**config.mk**
```make
export PLATFORM = sky130hd
export DESIGN_NAME = panel_rail_seq
export DESIGN_NICKNAME = d
export VERILOG_FILES = /design/src/rtl/prs_pkg.sv /design/src/rtl/prs_arbiter.sv /design/src/rtl/prs_shifter.sv /design/src/rtl/prs_timer.sv /design/src/rtl/panel_rail_seq.sv
export SDC_FILE = /design/constraint.sdc
export NUM_CORES = 1
export LEC_CHECK = 0
export BUFFER_PORTS_ARGS = -buffer_cell sky130_fd_sc_hd__buf_2
export CORE_UTILIZATION = 30
export DETAILED_ROUTE_END_ITERATION = 6
export PLACE_DENSITY_LB_ADDON = 0.1
export SYNTH_ARGS = -nofsm -noshare
export SYNTH_HDL_FRONTEND = slang
export SYNTH_SLANG_ARGS = --single-unit
```
**constraint.sdc**
```tcl
create_clock -name clk -period 5.45 [get_ports clk]
set_input_delay 0 -clock clk [delete_from_list [all_inputs] [get_ports clk]]
set_output_delay 0 -clock clk [all_outputs]
set_load 0.01 [all_outputs]
```
**src/rtl/prs_pkg.sv**
```systemverilog
package prs_pkg;

    // Control word; first member is the most significant bit.
    typedef struct packed {
        logic out_en;    // bit 7
        logic mode;      // bit 6
        logic scan_dir;  // bit 5
        logic vstart;    // bit 4
        logic neg_en;    // bit 3
        logic pos_en;    // bit 2
        logic pwr_dis;   // bit 1
        logic latch;     // bit 0
    } panel_ctl_t;

    typedef enum logic [2:0] {
        CMD_INIT,
        CMD_ON,
        CMD_OFF,
        CMD_ALLOFF,
        CMD_UPD
    } cmd_e;

    typedef struct packed {
        cmd_e       cmd;
        logic [2:0] idx;
        logic       val;
    } req_t;

    typedef enum logic [1:0] {
        ST_IDLE,
        ST_LAUNCH,
        ST_SHIFT,
        ST_WAIT
    } seq_st_e;

    typedef enum logic [1:0] {
        SH_IDLE,
        SH_LOW,
        SH_HIGH
    } sh_st_e;

    // Longest wait of any step, in microseconds.
    localparam int unsigned MAX_WAIT_US = 500;
    localparam int unsigned US_W        = $clog2(MAX_WAIT_US + 1);

    localparam panel_ctl_t CTL_RESET = '{
        out_en: 1'b0, mode: 1'b0, scan_dir: 1'b1, vstart: 1'b1,
        neg_en: 1'b0, pos_en: 1'b0, pwr_dis: 1'b1, latch: 1'b0
    };

    // One step of a command: the word to send, the wait after it,
    // whether it ends the command, and its effect on source start.
    typedef struct packed {
        panel_ctl_t       word;
        logic [US_W-1:0]  wait_us;
        logic             last;
        logic             src_hi;
        logic             src_lo;
    } step_t;

    function automatic step_t seq_step(cmd_e cmd, logic [1:0] step,
                                       panel_ctl_t cur, logic [2:0] idx,
                                       logic val);
        step_t      s;
        logic [7:0] w;
        s.word    = cur;
        s.wait_us = '0;
        s.last    = 1'b1;
        s.src_hi  = 1'b0;
        s.src_lo  = 1'b0;
        case (cmd)
            CMD_ON: begin
                case (step)
                    2'd0: begin
                        s.word.scan_dir = 1'b1;
                        s.word.pwr_dis  = 1'b0;
                        s.wait_us       = US_W'(100);
                        s.last          = 1'b0;
                    end
                    2'd1: begin
                        s.word.neg_en = 1'b1;
                        s.wait_us     = US_W'(500);
                        s.last        = 1'b0;
                    end
                    2'd2: begin
                        s.word.pos_en = 1'b1;
                        s.wait_us     = US_W'(100);
                        s.last        = 1'b0;
                    end
                    default: begin
                        s.word.vstart = 1'b1;
                        s.src_hi      = 1'b1;
                    end
                endcase
            end
            CMD_OFF: begin
                case (step)
                    2'd0: begin
                        s.word.pos_en = 1'b0;
                        s.wait_us     = US_W'(10);
                        s.last        = 1'b0;
                    end
                    2'd1: begin
                        s.word.neg_en = 1'b0;
                        s.wait_us     = US_W'(100);
                        s.last        = 1'b0;
                    end
                    2'd2: begin
                        s.word.pwr_dis = 1'b1;
                        s.last         = 1'b0;
                    end
                    default: begin
                        s.word.vstart = 1'b0;
                        s.src_lo      = 1'b1;
                    end
                endcase
            end
            CMD_ALLOFF: begin
                s.word   = '0;
                s.src_lo = 1'b1;
            end
            CMD_UPD: begin
                w      = cur;
                w[idx] = val;
                s.word = panel_ctl_t'(w);
            end
            default: ;
        endcase
        return s;
    endfunction

endpackage

```
**src/rtl/prs_arbiter.sv**
```systemverilog
module prs_arbiter
    import prs_pkg::*;
(
    input  logic       on_req,
    input  logic       off_req,
    input  logic       alloff_req,
    input  logic       upd_req,
    input  logic [2:0] upd_idx,
    input  logic       upd_val,
    output logic       any,
    output logic       multi,
    output req_t       win
);
    logic [3:0] reqs;

    always_comb begin
        reqs  = {alloff_req, off_req, on_req, upd_req};
        any   = |reqs;
        multi = ($countones(reqs) > 1);
        win   = '{cmd: CMD_UPD, idx: upd_idx, val: upd_val};
        if (alloff_req)   win.cmd = CMD_ALLOFF;
        else if (off_req) win.cmd = CMD_OFF;
        else if (on_req)  win.cmd = CMD_ON;
    end
endmodule

```
**src/rtl/prs_shifter.sv**
```systemverilog
module prs_shifter
    import prs_pkg::*;
#(
    parameter int unsigned HALF_BIT = 2
) (
    input  logic       clk,
    input  logic       rst,
    input  logic       start,
    input  panel_ctl_t word,
    output logic       sclk_o,
    output logic       sdat_o,
    output logic       str_o,
    output logic       done_o
);
    localparam int unsigned HW = (HALF_BIT > 1) ? $clog2(HALF_BIT) : 1;
    localparam logic [HW-1:0] PH_LOAD = HW'(HALF_BIT - 1);

    sh_st_e        st;
    logic [7:0]    shreg;
    logic [2:0]    bit_i;
    logic [HW-1:0] ph;

    always_ff @(posedge clk) begin
        if (rst) begin
            st     <= SH_IDLE;
            shreg  <= '0;
            bit_i  <= '0;
            ph     <= '0;
            sclk_o <= 1'b0;
            sdat_o <= 1'b0;
            str_o  <= 1'b0;
            done_o <= 1'b0;
        end else begin
            done_o <= 1'b0;
            case (st)
                SH_IDLE: begin
                    if (start) begin
                        shreg  <= word;
                        bit_i  <= 3'd7;
                        str_o  <= 1'b0;
                        sclk_o <= 1'b0;
                        sdat_o <= word[7];
                        ph     <= PH_LOAD;
                        st     <= SH_LOW;
                    end
                end
                SH_LOW: begin
                    if (ph == '0) begin
                        sclk_o <= 1'b1;
                        ph     <= PH_LOAD;
                        st     <= SH_HIGH;
                    end else begin
                        ph <= ph - 1'b1;
                    end
                end
                SH_HIGH: begin
                    if (ph == '0) begin
                        if (bit_i == 3'd0) begin
                            str_o  <= 1'b1;
                            done_o <= 1'b1;
                            st     <= SH_IDLE;
                        end else begin
                            bit_i  <= bit_i - 3'd1;
                            sclk_o <= 1'b0;
                            sdat_o <= shreg[bit_i - 3'd1];
                            ph     <= PH_LOAD;
                            st     <= SH_LOW;
                        end
                    end else begin
                        ph <= ph - 1'b1;
                    end
                end
                default: st <= SH_IDLE;
            endcase
        end
    end

    AST_SCLK_RISE_IN_FRAME: assert property (@(posedge clk) disable iff (rst)
        $rose(sclk_o) |-> !str_o);
    AST_DATA_HELD_WHILE_HIGH: assert property (@(posedge clk) disable iff (rst)
        (sclk_o && $past(sclk_o)) |-> $stable(sdat_o));
    AST_STROBE_RISE_ENDS_SEND: assert property (@(posedge clk) disable iff (rst)
        $rose(str_o) |-> done_o);
endmodule

```
**src/rtl/prs_timer.sv**
```systemverilog
module prs_timer #(
    parameter int unsigned CW = 8
) (
    input  logic          clk,
    input  logic          rst,
    input  logic          load,
    input  logic [CW-1:0] cycles,
    output logic          expired
);
    logic          running;
    logic [CW-1:0] cnt;

    assign expired = running && (cnt == '0);

    always_ff @(posedge clk) begin
        if (rst) begin
            running <= 1'b0;
            cnt     <= '0;
        end else if (load) begin
            running <= 1'b1;
            cnt     <= cycles - 1'b1;
        end else if (running) begin
            if (cnt == '0) running <= 1'b0;
            else           cnt     <= cnt - 1'b1;
        end
    end

    AST_TMR_LOAD_WHEN_FREE: assert property (@(posedge clk) disable iff (rst)
        load |-> !running);
    AST_TMR_NONZERO_LOAD: assert property (@(posedge clk) disable iff (rst)
        load |-> (cycles != '0));
endmodule

```
**src/rtl/panel_rail_seq.sv**
```systemverilog
module panel_rail_seq
    import prs_pkg::*;
#(
    parameter int unsigned CYC_PER_US = 240,
    parameter int unsigned HALF_BIT   = 2
) (
    input  logic       clk,
    input  logic       rst,
    input  logic       on_req,
    input  logic       off_req,
    input  logic       alloff_req,
    input  logic       upd_req,
    input  logic [2:0] upd_idx,
    input  logic       upd_val,
    output logic       ser_clk_o,
    output logic       ser_dat_o,
    output logic       ser_str_o,
    output logic       src_start_o,
    output logic       busy_o,
    output logic       done_o,
    output logic       queued_o,
    output logic       reject_o
);
    localparam int unsigned MAX_CYC = MAX_WAIT_US * CYC_PER_US;
    localparam int unsigned CW      = $clog2(MAX_CYC + 1);

    seq_st_e       state;
    req_t          cur;
    req_t          pend;
    logic          pend_v;
    logic [1:0]    step;
    panel_ctl_t    word;
    step_t         st_now;

    logic          any, multi;
    req_t          win;
    logic          idle, take_pend, start_new, queue_new;
    logic          sh_start, sh_done;
    logic          tmr_load, tmr_expired;
    logic [CW-1:0] tmr_cycles;

    prs_arbiter u_arb (
        .on_req     (on_req),
        .off_req    (off_req),
        .alloff_req (alloff_req),
        .upd_req    (upd_req),
        .upd_idx    (upd_idx),
        .upd_val    (upd_val),
        .any        (any),
        .multi      (multi),
        .win        (win)
    );

    assign st_now     = seq_step(cur.cmd, step, word, cur.idx, cur.val);
    assign idle       = (state == ST_IDLE);
    assign busy_o     = !idle;
    assign take_pend  = idle && pend_v;
    assign start_new  = idle && !pend_v && any;
    assign queue_new  = any && !start_new && (!pend_v || take_pend);
    assign sh_start   = (state == ST_LAUNCH);
    assign tmr_cycles = CW'(st_now.wait_us * CYC_PER_US);
    assign tmr_load   = (state == ST_SHIFT) && sh_done && !st_now.last
                        && (st_now.wait_us != '0);

    prs_shifter #(.HALF_BIT(HALF_BIT)) u_shift (
        .clk    (clk),
        .rst    (rst),
        .start  (sh_start),
        .word   (st_now.word),
        .sclk_o (ser_clk_o),
        .sdat_o (ser_dat_o),
        .str_o  (ser_str_o),
        .done_o (sh_done)
    );

    prs_timer #(.CW(CW)) u_tmr (
        .clk     (clk),
        .rst     (rst),
        .load    (tmr_load),
        .cycles  (tmr_cycles),
        .expired (tmr_expired)
    );

    always_ff @(posedge clk) begin
        if (rst) begin
            state       <= ST_LAUNCH;
            cur         <= '{cmd: CMD_INIT, idx: 3'd0, val: 1'b0};
            pend        <= '{cmd: CMD_INIT, idx: 3'd0, val: 1'b0};
            pend_v      <= 1'b0;
            step        <= '0;
            word        <= CTL_RESET;
            src_start_o <= 1'b0;
            done_o      <= 1'b0;
            queued_o    <= 1'b0;
            reject_o    <= 1'b0;
        end else begin
            done_o   <= 1'b0;
            queued_o <= queue_new;
            reject_o <= any && ((!start_new && !queue_new) || multi);

            if (queue_new) begin
                pend_v <= 1'b1;
                pend   <= win;
            end else if (take_pend) begin
                pend_v <= 1'b0;
            end

            case (state)
                ST_IDLE: begin
                    if (take_pend) begin
                        cur   <= pend;
                        step  <= '0;
                        state <= ST_LAUNCH;
                    end else if (start_new) begin
                        cur   <= win;
                        step  <= '0;
                        state <= ST_LAUNCH;
                    end
                end
                ST_LAUNCH: begin
                    word  <= st_now.word;
                    state <= ST_SHIFT;
                end
                ST_SHIFT: begin
                    if (sh_done) begin
                        if (st_now.last) begin
                            done_o <= 1'b1;
                            state  <= ST_IDLE;
                            if (st_now.src_hi) src_start_o <= 1'b1;
                            if (st_now.src_lo) src_start_o <= 1'b0;
                        end else begin
                            step  <= step + 2'd1;
                            state <= (st_now.wait_us == '0) ? ST_LAUNCH : ST_WAIT;
                        end
                    end
                end
                ST_WAIT: begin
                    if (tmr_expired) state <= ST_LAUNCH;
                end
                default: state <= ST_IDLE;
            endcase
        end
    end

    AST_DONE_LEAVES_IDLE: assert property (@(posedge clk) disable iff (rst)
        done_o |-> !busy_o);
    AST_STROBE_LOW_ONLY_BUSY: assert property (@(posedge clk) disable iff (rst)
        !ser_str_o |-> busy_o);
    AST_SRC_RISE_AT_DONE: assert property (@(posedge clk) disable iff (rst)
        $rose(src_start_o) |-> done_o);
    AST_QUEUE_NEEDS_REQ: assert property (@(posedge clk) disable iff (rst)
        queued_o |-> $past(on_req || off_req || alloff_req || upd_req));
    AST_REJECT_NEEDS_REQ: assert property (@(posedge clk) disable iff (rst)
        reject_o |-> $past(on_req || off_req || alloff_req || upd_req));
endmodule

```
==> summary.txt, run 1 <==
Floorplan
  – # rows: 43
  – Initial Utilization: 31.0%
  – Die ar.: 14,900 um2
  – Core Region: 13,900 um2
  – IO Pins: 18
  – Die width: 122 um
  – Die H: 122 um

Synth
  – Post-synth EDFFs: 0
  – Area of the mapped netlist: 4320 um2
  – Post-synthesis compound-gate area fraction: 20.5%
  – Post-synth top flop: dfxtp_1
  – Async S/R FF share, synth: 0%
  – Mux cell area share after synthesis: 5.71%
  – Syn Nets: 569
  – Synthesized area per cell: 8.30 um2
  – Sequential cell area fraction in the yosys report: 31.1%
  – Area share of fa/ha/maj cells after synthesis: 12.2%
  – Share of synthesized cell area in and, or, nand and nor gates: 22.6%
  – Yosys top cell area share: 31.1%
  – Cells after Synth: 520
  – Count of cell types in the netlist: 59
  – YS warnings: 0
  – Synth area leaders: dfxtp_1, ha_1, nor2_1
  – Top cells by count, synth: dfxtp_1, nor2_1, nand2_1
  – XOR/XNOR Fraction of Synth Area: 3.25%
  – Flops & latches, synth: 67
  – Synth area leader: dfxtp_1
  – Largest family of logic cells by synthesized area: simple AND/OR/NAND/NOR gates

Worst setup path
  – Critical Path Most Common Cell: inv_1
  – Reg-to-reg slack, setup: 0.96 ns
  – Slowest-stage cell, CP: fa_1
  – CP bufs+invs: 3
  – CP arrival: 4.67 ns
  – Crit. End Element: register
  – Worst-path cell chain: and2b_1, nand2b_1, a21o_1, inv_1, fa_1, inv_1, fa_1, inv_1, ha_1, or2_2, a31oi_2, mux2i_1, a21oi_2, a311oi_1, a211oi_1
  – CP peak stage delay: 0.62 ns
  – CP Class: reg2reg
  – Critical Path RT: 5.63 ns
  – Crit path max-delay family: adder cells
  – Worst Setup Start Kind: register
  – CP Max Fanout: 14

Status
  – Status: complete, no violations

Cells and area
  – Area Growth Syn to Fin: 13.8%
  – Final net count: 582
  – Antenna cells: 0
  – Share of cells above drive strength 1: 10.1%

Power and ir drop
  – Pint: 1.41 mW
  – Cell Pwr Density: 480 nW/um2
  – Sequential power share: 30.5%
  – Sw frac: 40.1%
  – Combinational power share: 43.0%
  – Net Switching: 946 uW
  – Clock power frac: 26.6%
  – P_leak: 1.97 nW
  – Worst vdd rail ir drop: 0.000168 V

Routing
  – Drt pass-1 iters: 4
  – Post-route DRC violation count: 0
  – Initial DRC count: 189
  – Vias/cell: 4.99
  – Post-DRT Antenna Nets: 0
  – WL/cell: 13.9 um
  – Total number of vias: 3,579
  – Final wirelength: 9950 um

Timing
  – Final setup violation count: 0
  – Fmax: 223 MHz
  – RSZ-0062 raised after global routing: no
  – Slew margin rel.: 34.5%
  – Final Hold Vio Count: 0
  – Setup TNS: 0 ns
  – Worst Slack Setup Final: 0.959 ns
  – Final hold slack: 0.0467 ns
  – Final period util: 82.4%
  – Final min period: 4.49 ns
  – Slew Viols, Final: 0
  – Clk_skew: 0.00864 ns
  – Slew @ Worst Pin: 0.983 ns

GRT
  – Largest net degree at the start of global routing: 70
  – Initial antenna violation count: 0
  – First-pass GRT wire length: 17,000 um
  – Number of global-route vias before repair: 3,407
  – Total global routing track utilization: 14.7%
  – Congestion Overflow GR: 0

Placed design
  – Setup WS pre-CTS: 1.00 ns
  – Post-DP HPWL: 7090 um
  – Final Wtd Congestion: 0.769
  – IO buf count: 17

Clock tree
  – CTS max path bufs: 2
  – Clk_lat worst skew: 0.34 ns
  – Inserted Clock Buffers: 9
  – CTS H-tree depth: 3
  – CTS Sinks: 67
  – Postcts setup bufs: 0
  – CTS tree: done
  – CTS root buffer: clkbuf_16
  – CTS clock-pin slew for the worst setup and hold paths: 0.05 ns

Min path
  – Worst Hold Class: in2reg

Flow run
  – Max-Cap Viols: 0
[worst paths after layout]
kind                    startpoint          endpoint  cells past startpoint
setup / recovery            cur[5]     u_tmr.cnt[16]                     15
hold / removal             upd_req          reject_o                      3
setup reg to reg            cur[5]     u_tmr.cnt[16]                     15
hold reg to reg   u_shift.shreg[7]  u_shift.shreg[7]                      2
[routing by layer]
metal	vias to the layer above	track usage [%]	share of wire [%]	wire [um]
met5	-	0	0	0
met4	0	7.95	2.4	240
met3	13	2.57	2.7	266
met2	47	22.2	43	4320
met1	1638	19.8	52	5130
li1	1881	-	-	-
[cell type report]
type	count	area, um2
Fill cell	1441	9020
Clock inverter	6	91.3
Timing Repair Buffer	22	133
Inverter	32	120
Clock buffer	9	225
Tap cell	180	225
Sequential cell	67	1340
Multi-Input combinational cell	401	2770
[kinds of logic after synthesis]
| logic type | Yosys count |
|---|---|
| mux | 22 |
| compound gates | 129 |
| fa+ha+maj | 39 |
| simple gates | 195 |
| flops | 67 |
| xor+xnor | 16 |
| buf+inv | 52 |
[stage by stage]
stage | total power, mW | util (%) | instances | instance area, um2
2_1_floorplan | 1.51 | - | 520 | 4320
3_3_place_gp | 1.74 | 32.7 | 698 | 4550
3_5_place_dp | 1.74 | 32.7 | 698 | 4550
4_1_cts | 2.39 | 35.2 | 717 | 4910
5_1_grt | 2.56 | 35.2 | 717 | 4910
6_report | 2.36 | 35.2 | 717 | 4910
[state kept, by name, summed over array words and instances, names as in the netlist, 2 cells and up]
register / cells
u_shift.bit_i: 3
u_tmr.cnt: 17
word: 8
u_shift.shreg: 8
cur: 7
u_shift.st: 2
state: 2
pend: 7
step: 2
[what timing repair did]
item | 4_1_cts | 5_1_grt
hold endpoints to repair | 8 | 0
endpoints found under the setup margin | 0 | 0
gates resized for setup | 0 | 0
hold buffers | 4 | 0
[placed cells by master, fill, tap and decap left out, types with 7 or more instances in the layout]
cell       instances
ha_1              34
xnor2_1           12
nand2_1           40
clkbuf_16          9
a21oi_1           39
nand3_1           15
mux2i_1           19
buf_2             17
nand2b_1          11
a211oi_1          20
a311oi_1           9
o21ai_0           14
inv_1             31
dfxtp_1           67
nor3_1            17
nor2b_1           12
nor2_1            67
o211ai_1           7
[worst reg2reg max path, stage by stage (launching register included)]
cell	delay [ns]
dfxtp_1	0.59
and2b_1	0.30
nand2b_1	0.09
a21o_1	0.34
inv_1	0.21
fa_1	0.62
inv_1	0.06
fa_1	0.47
inv_1	0.04
ha_1	0.33
or2_2	0.31
a31oi_2	0.25
mux2i_1	0.27
a21oi_2	0.08
a311oi_1	0.30
a211oi_1	0.08
[power by group through the flow]
stage,combinational (mW),sequential (mW),clock (mW)
floorplan,0.834,0.680,0
finish,1.01,0.718,0.627
CTS,1.02,0.719,0.645
global route,1.15,0.740,0.667
global placement,1.01,0.727,0
detailed placement,1.01,0.729,0
No activity file was read; power rests on OpenSTA's default activity.
==> inputs of run 2 (changes only) <==
Clock period 5.45 ns to 4.35 ns, I/O delays scaled along.
==> run 2 against run 1 <==
Effect of this change:
- sequential share of layout area is 0.090 points lower
- cell area up 0.33%
- highest routed layer unchanged
- cell count grew 0.84%
==> summary.txt, run 2 (synthesis gave the netlist of run 1 again) <==
Status
  – Status: complete, no violations

Clock tree
  – CTS H-tree depth: 3
  – CTS clock-pin slew for the worst setup and hold paths: 0.06 ns
  – CTS tree: done
  – Post-CTS sizing: 0
  – CTS Sinks: 67
  – Postcts setup bufs: 0
  – CTS max path bufs: 2
  – CTS root buffer: clkbuf_16
  – Inserted Clock Buffers: 9
  – Clk_lat worst skew: 0.34 ns

Timing
  – Final hold slack: 0.0528 ns
  – Final period util: 92.2%
  – Slew Viols, Final: 0
  – Final Hold Vio Count: 0
  – Final setup violation count: 0
  – Slew margin rel.: 32.3%
  – Fmax: 249 MHz
  – Setup TNS: 0 ns
  – Clk_skew: 0.00567 ns
  – Final min period: 4.01 ns
  – Slew @ Worst Pin: 1.02 ns
  – RSZ-0062 raised after global routing: no

Power and ir drop
  – Pint: 1.74 mW
  – Clock power frac: 25.1%
  – Sequential power share: 30.2%
  – Cell Pwr Density: 594 nW/um2
  – Combinational power share: 44.6%
  – Sw frac: 40.5%
  – P_leak: 2.00 nW
  – Net Switching: 1.19 mW
  – Worst vdd rail ir drop: 0.000199 V

Cells and area
  – Share of cells above drive strength 1: 10.9%
  – Antenna cells: 0
  – Largest register FFs: 17
  – Final net count: 587
  – Fill cells: 1,443
  – Non-Filler Instances: 723
  – Area Growth Syn to Fin: 14.1%
  – Most frequent cells in the layout: nor2_1, dfxtp_1, nand2_1
  – Largest Register: u_tmr.cnt
  – Biggest regs: u_tmr.cnt x17, u_shift.shreg x8, word x8

Routing
  – M1 WL: 5110 um
  – Total number of vias: 3,610
  – Post-route DRC violation count: 0
  – Final wirelength: 10,200 um
  – DR top layer: met4
  – Initial DRC count: 194
  – Met3 WL: 266 um
  – WL/cell: 14.0 um
  – Drt pass-1 iters: 4
  – Post-DRT Antenna Nets: 0
  – Met2 Wirelength: 4610 um
  – Vias/cell: 4.99

Worst setup path
  – CP bufs+invs: 3
  – Worst Setup Start Kind: register
  – CP Max Fanout: 9
  – Worst-path cell chain: and2b_1, nand2b_1, a21o_1, inv_1, fa_1, inv_1, fa_1, inv_1, ha_1, or2_2, a21oi_1, o211ai_1, nor2_1, a2111oi_2, a311o_1
  – Crit path max-delay family: adder cells
  – Reg-to-reg slack, setup: 0.34 ns
  – Critical Path RT: 4.57 ns
  – Critical Path Most Common Cell: inv_1
  – Slowest-stage cell, CP: fa_1
  – Crit. End Element: register
  – CP peak stage delay: 0.60 ns
  – CP Class: reg2reg
  – CP arrival: 4.23 ns

GRT
  – First-pass GRT wire length: 16,700 um
  – Number of global-route vias before repair: 3,396
  – Total global routing track utilization: 14.5%
  – Congestion Overflow GR: 0
  – Largest net degree at the start of global routing: 43
  – Initial antenna violation count: 0

Placed design
  – Post-DP HPWL: 7380 um
  – IO buf count: 17
  – Placed Cells: 703
  – Final Wtd Congestion: 0.779

Min path
  – Worst Hold Class: in2reg

Flow run
  – Max-Cap Viols: 0

Floorplan
  – Die width: 122 um
  – # rows: 43
  – Core Region: 13,900 um2
  – Die H: 122 um
  – IO Pins: 18
  – Initial Utilization: 31.0%
  – Die ar.: 14,900 um2
run 2: path summary, 6_finish.rpt:
check                   start          endpoint  cells past startpoint
max                    cur[5]     u_tmr.cnt[15]                     15
min                   off_req            cur[6]                      4
max reg2reg            cur[5]     u_tmr.cnt[15]                     15
min reg2reg  u_shift.shreg[5]  u_shift.shreg[5]                      2
run 2: power by group through the flow:
stage	sequential [mW]	clock, mW	combinational (mW)
after floorplan	0.852	0	1.04
after global placement	0.896	0	1.31
after CTS	0.887	0.758	1.32
after detailed placement	0.899	0	1.31
final	0.885	0.736	1.31
after global routing	0.907	0.777	1.50
run 2: layout make-up:
class                   count  area (um2)  share of cell area (%)
multi-input cells         401        2770                    56.3
clock buffers              11         243                    4.93
flip-flops and latches     67        1340                    27.2
inverters                  32         120                    2.44
well taps                 180         225                    4.57
clock inverters             5        52.6                    1.07
repair buffers             27         170                    3.45
run 2: tightest hold or removal path, stage by stage:
cell and delay [ns]:
buf_2 0.12, nor3_1 0.08, nand2_1 0.06, a311oi_1 0.08
run 2: repair_timing:
item / in CTS / in global routing
hold buffers: 4 / 0
endpoints found under the hold margin: 8 / 0
endpoints found under the setup margin: 0 / 0
run 2: through the flow:
stage	setup slack [ns]	power, mW	utilization (%)	instance area [um2]
4_1_cts	0.318	2.97	35.4	4930
5_1_grt	0.0347	3.18	35.4	4930
2_1_floorplan	0.418	1.90	-	4320
3_3_place_gp	0.446	2.21	32.9	4590
6_report	0.339	2.93	35.4	4930
3_5_place_dp	0.356	2.21	32.9	4590
run 2: per-layer routing:
layer / global-route usage (%) / vias to the layer above
li1: - / 1886
met1: 18.9 / 1674
met2: 23.3 / 38
met3: 2.67 / 12
met4: 6.25 / 0
met5: 0 / -
